**src/rtl/therm_throttle_pkg.sv**
```systemverilog
package therm_throttle_pkg;
  localparam int FRAME_SLOTS = 8;
  localparam int DUTY_W      = $clog2(FRAME_SLOTS);
  localparam int REG_W       = 8;
  localparam int OD_EN_BIT   = 4;
  localparam int DUTY_LSB    = 1;
  localparam logic [DUTY_W-1:0] AUTO_DUTY = DUTY_W'(FRAME_SLOTS / 2);

  typedef struct packed {
    logic              modReq;
    logic [DUTY_W-1:0] duty;
  } throttleCmd_t;
endpackage

```
**src/rtl/therm_throttle_ctrl.sv**
```systemverilog
module therm_throttle_ctrl
  import therm_throttle_pkg::*;
#(
  parameter int TEMP_W = 8
) (
  input  logic              clk,
  input  logic              rstN,
  input  logic [TEMP_W-1:0] tempCode,
  input  logic [TEMP_W-1:0] tripLevel,
  input  logic [TEMP_W-1:0] hystBand,
  input  logic              autoEn,
  input  logic              ctrlWe,
  input  logic [REG_W-1:0]  ctrlWdata,
  output logic [REG_W-1:0]  ctrlRdata,
  output throttleCmd_t      cmd
);
  logic              hot;
  logic              odEn;
  logic [DUTY_W-1:0] odDuty;
  logic [TEMP_W:0]   lowSum;
  logic              overTrip;
  logic              belowBand;

  assign lowSum    = {1'b0, tempCode} + {1'b0, hystBand};
  assign overTrip  = tempCode > tripLevel;
  assign belowBand = lowSum < {1'b0, tripLevel};

  always_ff @(posedge clk or negedge rstN) begin
    if (!rstN) begin
      hot <= 1'b0;
    end else if (overTrip) begin
      hot <= 1'b1;
    end else if (belowBand) begin
      hot <= 1'b0;
    end
  end

  always_ff @(posedge clk or negedge rstN) begin
    if (!rstN) begin
      odEn   <= 1'b0;
      odDuty <= '0;
    end else if (ctrlWe) begin
      odEn   <= ctrlWdata[OD_EN_BIT];
      odDuty <= ctrlWdata[DUTY_LSB +: DUTY_W];
    end
  end

  always_comb begin
    ctrlRdata                       = '0;
    ctrlRdata[OD_EN_BIT]            = odEn;
    ctrlRdata[DUTY_LSB +: DUTY_W]   = odDuty;
  end

  always_comb begin
    cmd = '0;
    if (autoEn && hot) begin
      cmd.modReq = 1'b1;
      cmd.duty   = AUTO_DUTY;
    end else if (odEn && (odDuty != '0)) begin
      cmd.modReq = 1'b1;
      cmd.duty   = odDuty;
    end
  end

  AST_HOT_SETS: assert property (@(posedge clk) disable iff (!rstN)
    overTrip |=> hot);

  AST_HOT_HOLDS_IN_BAND: assert property (@(posedge clk) disable iff (!rstN)
    (hot && !belowBand) |=> hot);

  AST_CLEAR_NEEDS_LOW: assert property (@(posedge clk) disable iff (!rstN)
    $fell(hot) |-> $past(belowBand));
endmodule

```
**src/rtl/therm_throttle_dp.sv**
```systemverilog
module therm_throttle_dp
  import therm_throttle_pkg::*;
#(
  parameter int SLOT_CYCLES = 64
) (
  input  logic         clk,
  input  logic         rstN,
  input  throttleCmd_t cmd,
  output logic         clkEn,
  output logic         throttleActive
);
  localparam int SLOT_W = $clog2(FRAME_SLOTS);
  localparam int CNT_W  = (SLOT_CYCLES > 1) ? $clog2(SLOT_CYCLES) : 1;

  logic              slotEnd;
  logic              frameEnd;
  logic [SLOT_W-1:0] slotIdx;
  logic              actMod;
  logic [DUTY_W-1:0] actDuty;

  generate
    if (SLOT_CYCLES > 1) begin : gSlotCnt
      logic [CNT_W-1:0] slotCnt;
      always_ff @(posedge clk or negedge rstN) begin
        if (!rstN) begin
          slotCnt <= '0;
        end else if (slotEnd) begin
          slotCnt <= '0;
        end else begin
          slotCnt <= slotCnt + 1'b1;
        end
      end
      assign slotEnd = (slotCnt == CNT_W'(SLOT_CYCLES - 1));
    end else begin : gSlotOne
      assign slotEnd = 1'b1;
    end
  endgenerate

  assign frameEnd = slotEnd && (slotIdx == SLOT_W'(FRAME_SLOTS - 1));

  always_ff @(posedge clk or negedge rstN) begin
    if (!rstN) begin
      slotIdx <= '0;
    end else if (slotEnd) begin
      slotIdx <= slotIdx + 1'b1;
    end
  end

  always_ff @(posedge clk or negedge rstN) begin
    if (!rstN) begin
      actMod  <= 1'b0;
      actDuty <= '0;
    end else if (frameEnd) begin
      actMod  <= cmd.modReq;
      actDuty <= cmd.duty;
    end
  end

  assign throttleActive = actMod;
  assign clkEn          = !actMod || (slotIdx < actDuty);

  AST_IDLE_CLOCK_ON: assert property (@(posedge clk) disable iff (!rstN)
    !throttleActive |-> clkEn);

  AST_NO_MIDFRAME_RELOAD: assert property (@(posedge clk) disable iff (!rstN)
    !$past(frameEnd) |-> ($stable(actMod) && $stable(actDuty)));

  AST_FIRST_SLOT_ON: assert property (@(posedge clk) disable iff (!rstN)
    (throttleActive && slotIdx == '0) |-> clkEn);

  AST_LAST_SLOT_OFF: assert property (@(posedge clk) disable iff (!rstN)
    (throttleActive && slotIdx == SLOT_W'(FRAME_SLOTS - 1)) |-> !clkEn);
endmodule

```
**src/rtl/therm_throttle.sv**
```systemverilog
module therm_throttle
  import therm_throttle_pkg::*;
#(
  parameter int TEMP_W      = 8,
  parameter int SLOT_CYCLES = 64
) (
  input  logic              clk,
  input  logic              rstN,
  input  logic [TEMP_W-1:0] tempCode,
  input  logic [TEMP_W-1:0] tripLevel,
  input  logic [TEMP_W-1:0] hystBand,
  input  logic              autoEn,
  input  logic              ctrlWe,
  input  logic [7:0]        ctrlWdata,
  output logic [7:0]        ctrlRdata,
  output logic              clkEn,
  output logic              throttleActive
);
  throttleCmd_t cmd;

  therm_throttle_ctrl #(.TEMP_W(TEMP_W)) ctrl_i (
    .clk(clk), .rstN(rstN), .tempCode(tempCode), .tripLevel(tripLevel),
    .hystBand(hystBand), .autoEn(autoEn), .ctrlWe(ctrlWe),
    .ctrlWdata(ctrlWdata), .ctrlRdata(ctrlRdata), .cmd(cmd)
  );

  therm_throttle_dp #(.SLOT_CYCLES(SLOT_CYCLES)) dp_i (
    .clk(clk), .rstN(rstN), .cmd(cmd), .clkEn(clkEn),
    .throttleActive(throttleActive)
  );
endmodule

```
**config.mk**
```make
export PLATFORM = sky130hd
export DESIGN_NAME = therm_throttle
export DESIGN_NICKNAME = d
export VERILOG_FILES = /design/src/rtl/therm_throttle_pkg.sv /design/src/rtl/therm_throttle_ctrl.sv /design/src/rtl/therm_throttle_dp.sv /design/src/rtl/therm_throttle.sv
export SDC_FILE = /design/constraint.sdc
export NUM_CORES = 1
export LEC_CHECK = 0
export ABC_AREA = 1
export BUFFER_PORTS_ARGS = -buffer_cell sky130_fd_sc_hd__buf_2
export CORE_MARGIN = 4
export CORE_UTILIZATION = 47
export CTS_BUF_LIST = sky130_fd_sc_hd__clkbuf_16
export CTS_CLUSTER_SIZE = 40
export DETAILED_ROUTE_END_ITERATION = 7
export PLACE_DENSITY = 0.73
export REMOVE_ABC_BUFFERS = 1
export SYNTH_ARGS = -nofsm -noshare
export SYNTH_HDL_FRONTEND = slang
export SYNTH_SLANG_ARGS = --single-unit
```
**constraint.sdc**
```tcl
create_clock -name clk -period 1.14 [get_ports clk]
set_input_delay 0.228 -clock clk [delete_from_list [all_inputs] [get_ports clk]]
set_output_delay 0.228 -clock clk [all_outputs]
set_load 0.02 [all_outputs]
```
# After elaboration in Yosys (flattened, before gate mapping)
# Index checks and enable logic that the tools add are counted.
# W data, S select, Z words.
# totals
regBits,18
inputBits,36
out_inout_bits,10
word_cells,27
# op_classes
n_addsub,3
n_lt_le_gt_ge,3
n_eq_ne,2
mux,5
n_reduce_logical,7
# op_table
operator,count
$add A8 B8 Y9,1
$lt A9 B8 Y1,1
$gt A8 B8 Y1,1
$mux W4,2
$add A6 B1 Y6 const B,1
$eq A6 B6 Y1 const B,1
$mux W6,1
$add A3 B1 Y3 const B,1
$eq A3 B3 Y1 const B,1
$logic_and A1 B1 Y1,3
$lt A3 B3 Y1,1
$reduce_bool A3 Y1,1
$mux W1,2
$reduce_bool A2 Y1,1
$logic_not A1 Y1,1
$logic_or A1 B1 Y1,1

# Logic depth before layout (Yosys ltp)
# logic_depth
word_depth,4
mapped_depth,16
ltp_nobuf,16

# Hierarchy
# From an unflattened synthesis, not the netlist that was laid out.
# unflattened
hier_cells,214
area_unflattened_um2,1599.0
# modules_own_cells
module,n_inst,cells_each,area_per_inst_um2,seq_area_each_um2
therm_throttle_ctrl,1,141,969.7,125.1
therm_throttle_dp,1,73,629.4,325.3

# Least setup slack after synthesis
# Ideal clock, no wire load.
# synth_timing
kind,input-to-reg
startpoint,in tempCode[0]
endpoint,reg ctrl_i.hot
setup_ns,0.120
arrival_ns,1.982
required_ns,1.020
path_slack_ns,-0.963
cell_stages,16
path_buffers,0
cell_sequence,ha_1 > inv_1 > fa_1 > o21ai_2 > xor2_1 > ha_1 > nand2_1 > inv_1 > a21oi_1 > nand2_1 > nand2_1 > nand2_1 > nand2_1 > nand2_1 > nand2_1 > nand2_1
# synth_via
elab_chain_len,3
word_cells_on_any_way,5
classes_between,add/sub (1); order compare (2); mux (1); reduce/logical (1)
# synth_rtl
element,line_no,rtl
"start, declared",therm_throttle.sv:9,"input logic [TEMP_W-1:0] tempCode,"
$add A8 B8 Y9,therm_throttle_ctrl.sv:24,"assign lowSum = {1'b0, tempCode} + {1'b0, hystBand};"
$lt A9 B8 Y1,therm_throttle_ctrl.sv:26,"assign belowBand = lowSum < {1'b0, tripLevel};"
$reduce_bool A2 Y1 (no line),n/a,
"end signal, assigned",therm_throttle_ctrl.sv:30,hot <= 1'b0;
"end signal, assigned",therm_throttle_ctrl.sv:32,hot <= 1'b1;
"end signal, assigned",therm_throttle_ctrl.sv:34,hot <= 1'b0;
"end, declared",therm_throttle_ctrl.sv:17,logic hot;
# Parallel ways exist; a longest one is shown, timed or not.
# A chain may end at the register's enable or synchronous reset.

# Worst setup path after layout
# Ends and elaborated chain as after synthesis.

==> flow_metrics.py <==
metrics = {
    "outcome": {
        "outcome": "finished, violations left",
        "violations": "negative setup slack",
    },
    "critical_path": {
        "worstSetupPathType": "in -> reg",
        "cp_cell_sequence": "buf_8 -> ha_4 -> inv_2 -> fa_2 -> o21ai_2 -> xor2_1 -> ha_1 -> nand2_1 -> nand2_1 -> a21oi_2 -> nand2_1 -> nand2_1 -> nand2_1 -> nand2_1 -> nand2_1 -> nand2_1 -> nand2_1",
        "worst_ep_required_time_ps": 1270,
        "startpoint_type": "primary input",
        "slowest_stage": "fa_2",
        "cp.arrival_ps": 2110,
        "cpMostUsedCell": "nand2_1",
        "endpoint_kind": "flip-flop",
        "path_buf_inv": 2,
        "cp_max_fo": 2,
        "critical_path.top_delay_family": "adder cells",
        "cpPeakStageDelay_ps": 360,
    },
    "min_path": {
        "hold_path_class": "in -> reg",
    },
    "sta": {
        "fmax_ghz": 0.5048,
        "period_minus_slack_ps": 1981,
        "fin_crit_sh": 1.738,
        "rsz0062_at_grt": "true",
        "finalSetupTns_ps": -1727,
        "finalHoldViolCount": 0,
        "finalSetupViolCount": 8,
        "skew_ps": 4.841,
        "final_max_slew_viol_count": 0,
        "finalWorstSetupSlack_ps": -840.8,
        "holdWs_ps": 197.1,
    },
    "global_route": {
        "antenna_found_initial": 0,
        "grt_pass1_vias": 1413,
        "overflow": 0,
        "grt_pass1_wl_um": 5844,
        "grtUsageTotal": 0.1704,
        "grt_max_degree": 19,
    },
    "yosys": {
        "ys_types": 26,
        "ys_warn_count": 0,
        "yosys.area_share.simple": 0.1898,
        "synth_xor_area_frac": 0.05044,
        "synth.avg_cell_area_um2": 8.014,
        "synthAdderAreaFrac": 0.2370,
        "yosysSeqAreaShare": 0.2882,
        "yosys-mux-area-fraction": 0.01441,
        "synth_area_um2": 1563,
        "syn_inst": 195,
        "synth_top_family_by_area": "adder cells",
        "ys_ff_latch": 18,
        "synth_compound_area_frac": 0.1089,
    },
    "route": {
        "vias": 1524,
        "drc": 0,
        "wl_met1_um": 1635,
        "first_pass_iters": 4,
        "antenna_left": 0,
        "met2_length_um": 2124,
        "wirelength_um": 3994,
        "first_iter_violations": 44,
        "wl_met3_um": 152,
        "routedWlPerCell_um": 12.68,
        "vias_per_cell": 4.838,
        "route.top_layer_used": "met4",
    },
    "clocking": {
        "htreeDepth": 1,
        "numClockSinks": 18,
        "cts.clk_slew.worst_paths_ps": 50,
        "cts_buffer_depth": 2,
        "root_buffer": "clkbuf_16",
        "cts_tree": "built",
        "clk_latency_ps": 250,
        "numCtsBuffers": 3,
    },
    "layout": {
        "nets": 337,
        "multiInputGateArea_um2": 1122,
        "final_util": 0.7488,
        "drive_above_1_share": 0.4207,
        "final_area_um2": 2342,
        "area.growth.synth_to_final_pct": 49.88,
        "fillers": 234,
        "final_cells": 315,
        "antenna_cells": 0,
        "seq_area_um2": 450.4,
    },
    "die": {
        "dieHeight_um": 65.66,
        "rows": 20,
        "start_util": 0.4996,
        "ioPinCount": 46,
        "fp.coreArea_um2": 3128,
        "die_w_um": 65.66,
        "die_area_um2": 4311,
    },
    "place": {
        "gp_congestion": 0.8161,
        "port_buffers": 37,
        "pre_cts_ws_ps": -1197,
        "hpwl_um": 2741,
        "dpl_cell_area_um2": 2002,
        "place_inst": 304,
    },
    "power_and_ir_drop": {
        "power.net_switching_uw": 609.6,
        "power_density_nw_per_um2": 888.8,
        "p_int_mw": 1.472,
        "leakagePower_nw": 1.306,
        "p_seq_frac": 0.329,
        "ir_drop_v": 0.0004477,
        "power_frac_comb": 0.342,
        "finalPower_mw": 2.082,
        "power_switching_share": 0.2928,
        "clock_power_share": 0.329,
    },
    "job": {
        "cap_viol_max_count": 0,
    },
}
state kept, by name (all words and copies together) (netlist names):
name and count:
dp_i.gSlotCnt.slotCnt 6, ctrl_i.odDuty 3, dp_i.actDuty 3, dp_i.slotIdx 3, ctrl_i.hot 1, ctrl_i.odEn 1
dp_i.throttleActive 1
cells in the final DEF, fill, tap and decap left out, types with 2 or more instances in the layout:
cell / netlist / layout
buf_4: 5 / 32
nand4_1: 4 / 4
o21ai_1: 0 / 3
nand2_2: 0 / 4
buf_6: 0 / 6
nand3_2: 2 / 3
nand3_1: 5 / 4
nand2_1: 44 / 38
dfrtp_1: 18 / 18
xnor2_1: 3 / 3
conb_1: 1 / 4
nor2_1: 9 / 8
o21ai_0: 10 / 7
clkbuf_16: 0 / 3
a21oi_2: 0 / 6
o21ai_2: 2 / 2
buf_2: 0 / 34
a21oi_1: 13 / 7
nor2_4: 1 / 2
xor2_1: 6 / 6
ha_4: 0 / 8
inv_1: 33 / 28
inv_2: 0 / 5
ha_1: 28 / 20
nand2_4: 1 / 3
mux2_2: 2 / 2
tightest hold or removal path, stage by stage:
cell	delay (ps)
buf_2	70
nand2_1	40
o21ai_0	60
power by group through the flow:
stage               clock (mW)  sequential (mW)  combinational, mW
finish                   0.685            0.685              0.712
global route             0.747            0.687              0.814
CTS                      0.697            0.684              0.640
detailed placement           0            0.695              0.618
global placement             0            0.695              0.607
floorplan                    0            0.706              0.356
worst paths after layout:
path / start / endpoint / cells after the start / slack (ps)
worst max-delay path: tempCode[0] / ctrl_i.hot$_DFFE_PN0P_ / 17 / -840
worst min-delay path: ctrlWdata[3] / ctrl_i.odDuty[2]$_DFFE_PN0P_ / 3 / 200
worst max register to register: dp_i.slotIdx[1]$_DFFE_PN0P_ / dp_i.actDuty[1]$_DFFE_PN0P_ / 7 / -130
worst min register to register: ctrl_i.hot$_DFFE_PN0P_ / ctrl_i.hot$_DFFE_PN0P_ / 2 / 490
max in group asynchronous: rstN / dp_i.actDuty[0]$_DFFE_PN0P_ / 2 / 400
min in group asynchronous: rstN / dp_i.gSlotCnt.slotCnt[5]$_DFF_PN0_ / 2 / 450
routing by layer:
layer,vias up,global-route usage
li1,783,-
met1,697,0.2233
met2,36,0.2929
met3,8,0.03590
met4,0,0.02332
met5,-,0
kinds of logic after synthesis:
family / after synthesis
buffers and inverters: 39
xor gates and xnor gates: 9
muxes: 2
adders and majority gates: 29
DFF: 18
AOI/OAI and AO/OA: 30
and+or+nand+nor: 67
other: 1
final cells by class:
class	count	share of cell area
Sequential cell	18	0.1923
Timing Repair Buffer	74	0.2147
Inverter	34	0.05662
Multi-Input combinational cell	141	0.4792
Clock inverter	1	0.001603
Tap cell	44	0.02350
Clock buffer	3	0.03205
synth_stat cells:
master,number,share of area
inv_1,33,0.079
dfrtp_1,18,0.29
ha_1,28,0.22
nand2_1,44,0.11
nand2_4,1,0.0072
xnor2_1,3,0.017
a31oi_1,1,0.0040
nor2_4,1,0.0072
nand4_1,4,0.016
a21o_1,1,0.0048
o2111ai_1,1,0.0056
buf_4,5,0.024
fa_1,1,0.013
o21ai_0,10,0.032
nand3_1,5,0.016
a21boi_0,1,0.0048
o21ai_2,2,0.011
nor3_1,1,0.0032
a21oi_1,13,0.042
mux2_2,2,0.014
xor2_1,6,0.034
nand3_2,2,0.013
o211ai_1,1,0.0048
clkinv_4,1,0.0056
conb_1,1,0.0024
nor2_1,9,0.022
what timing repair did:
item,in CTS,in global routing
buffers inserted,2,6
hold endpoints to repair,18,0
gates resized for setup,18,30
pin swaps,12,21
endpoints found under the setup margin,11,12
hold buffers,1,0
(Power assumes the default switching activity.)
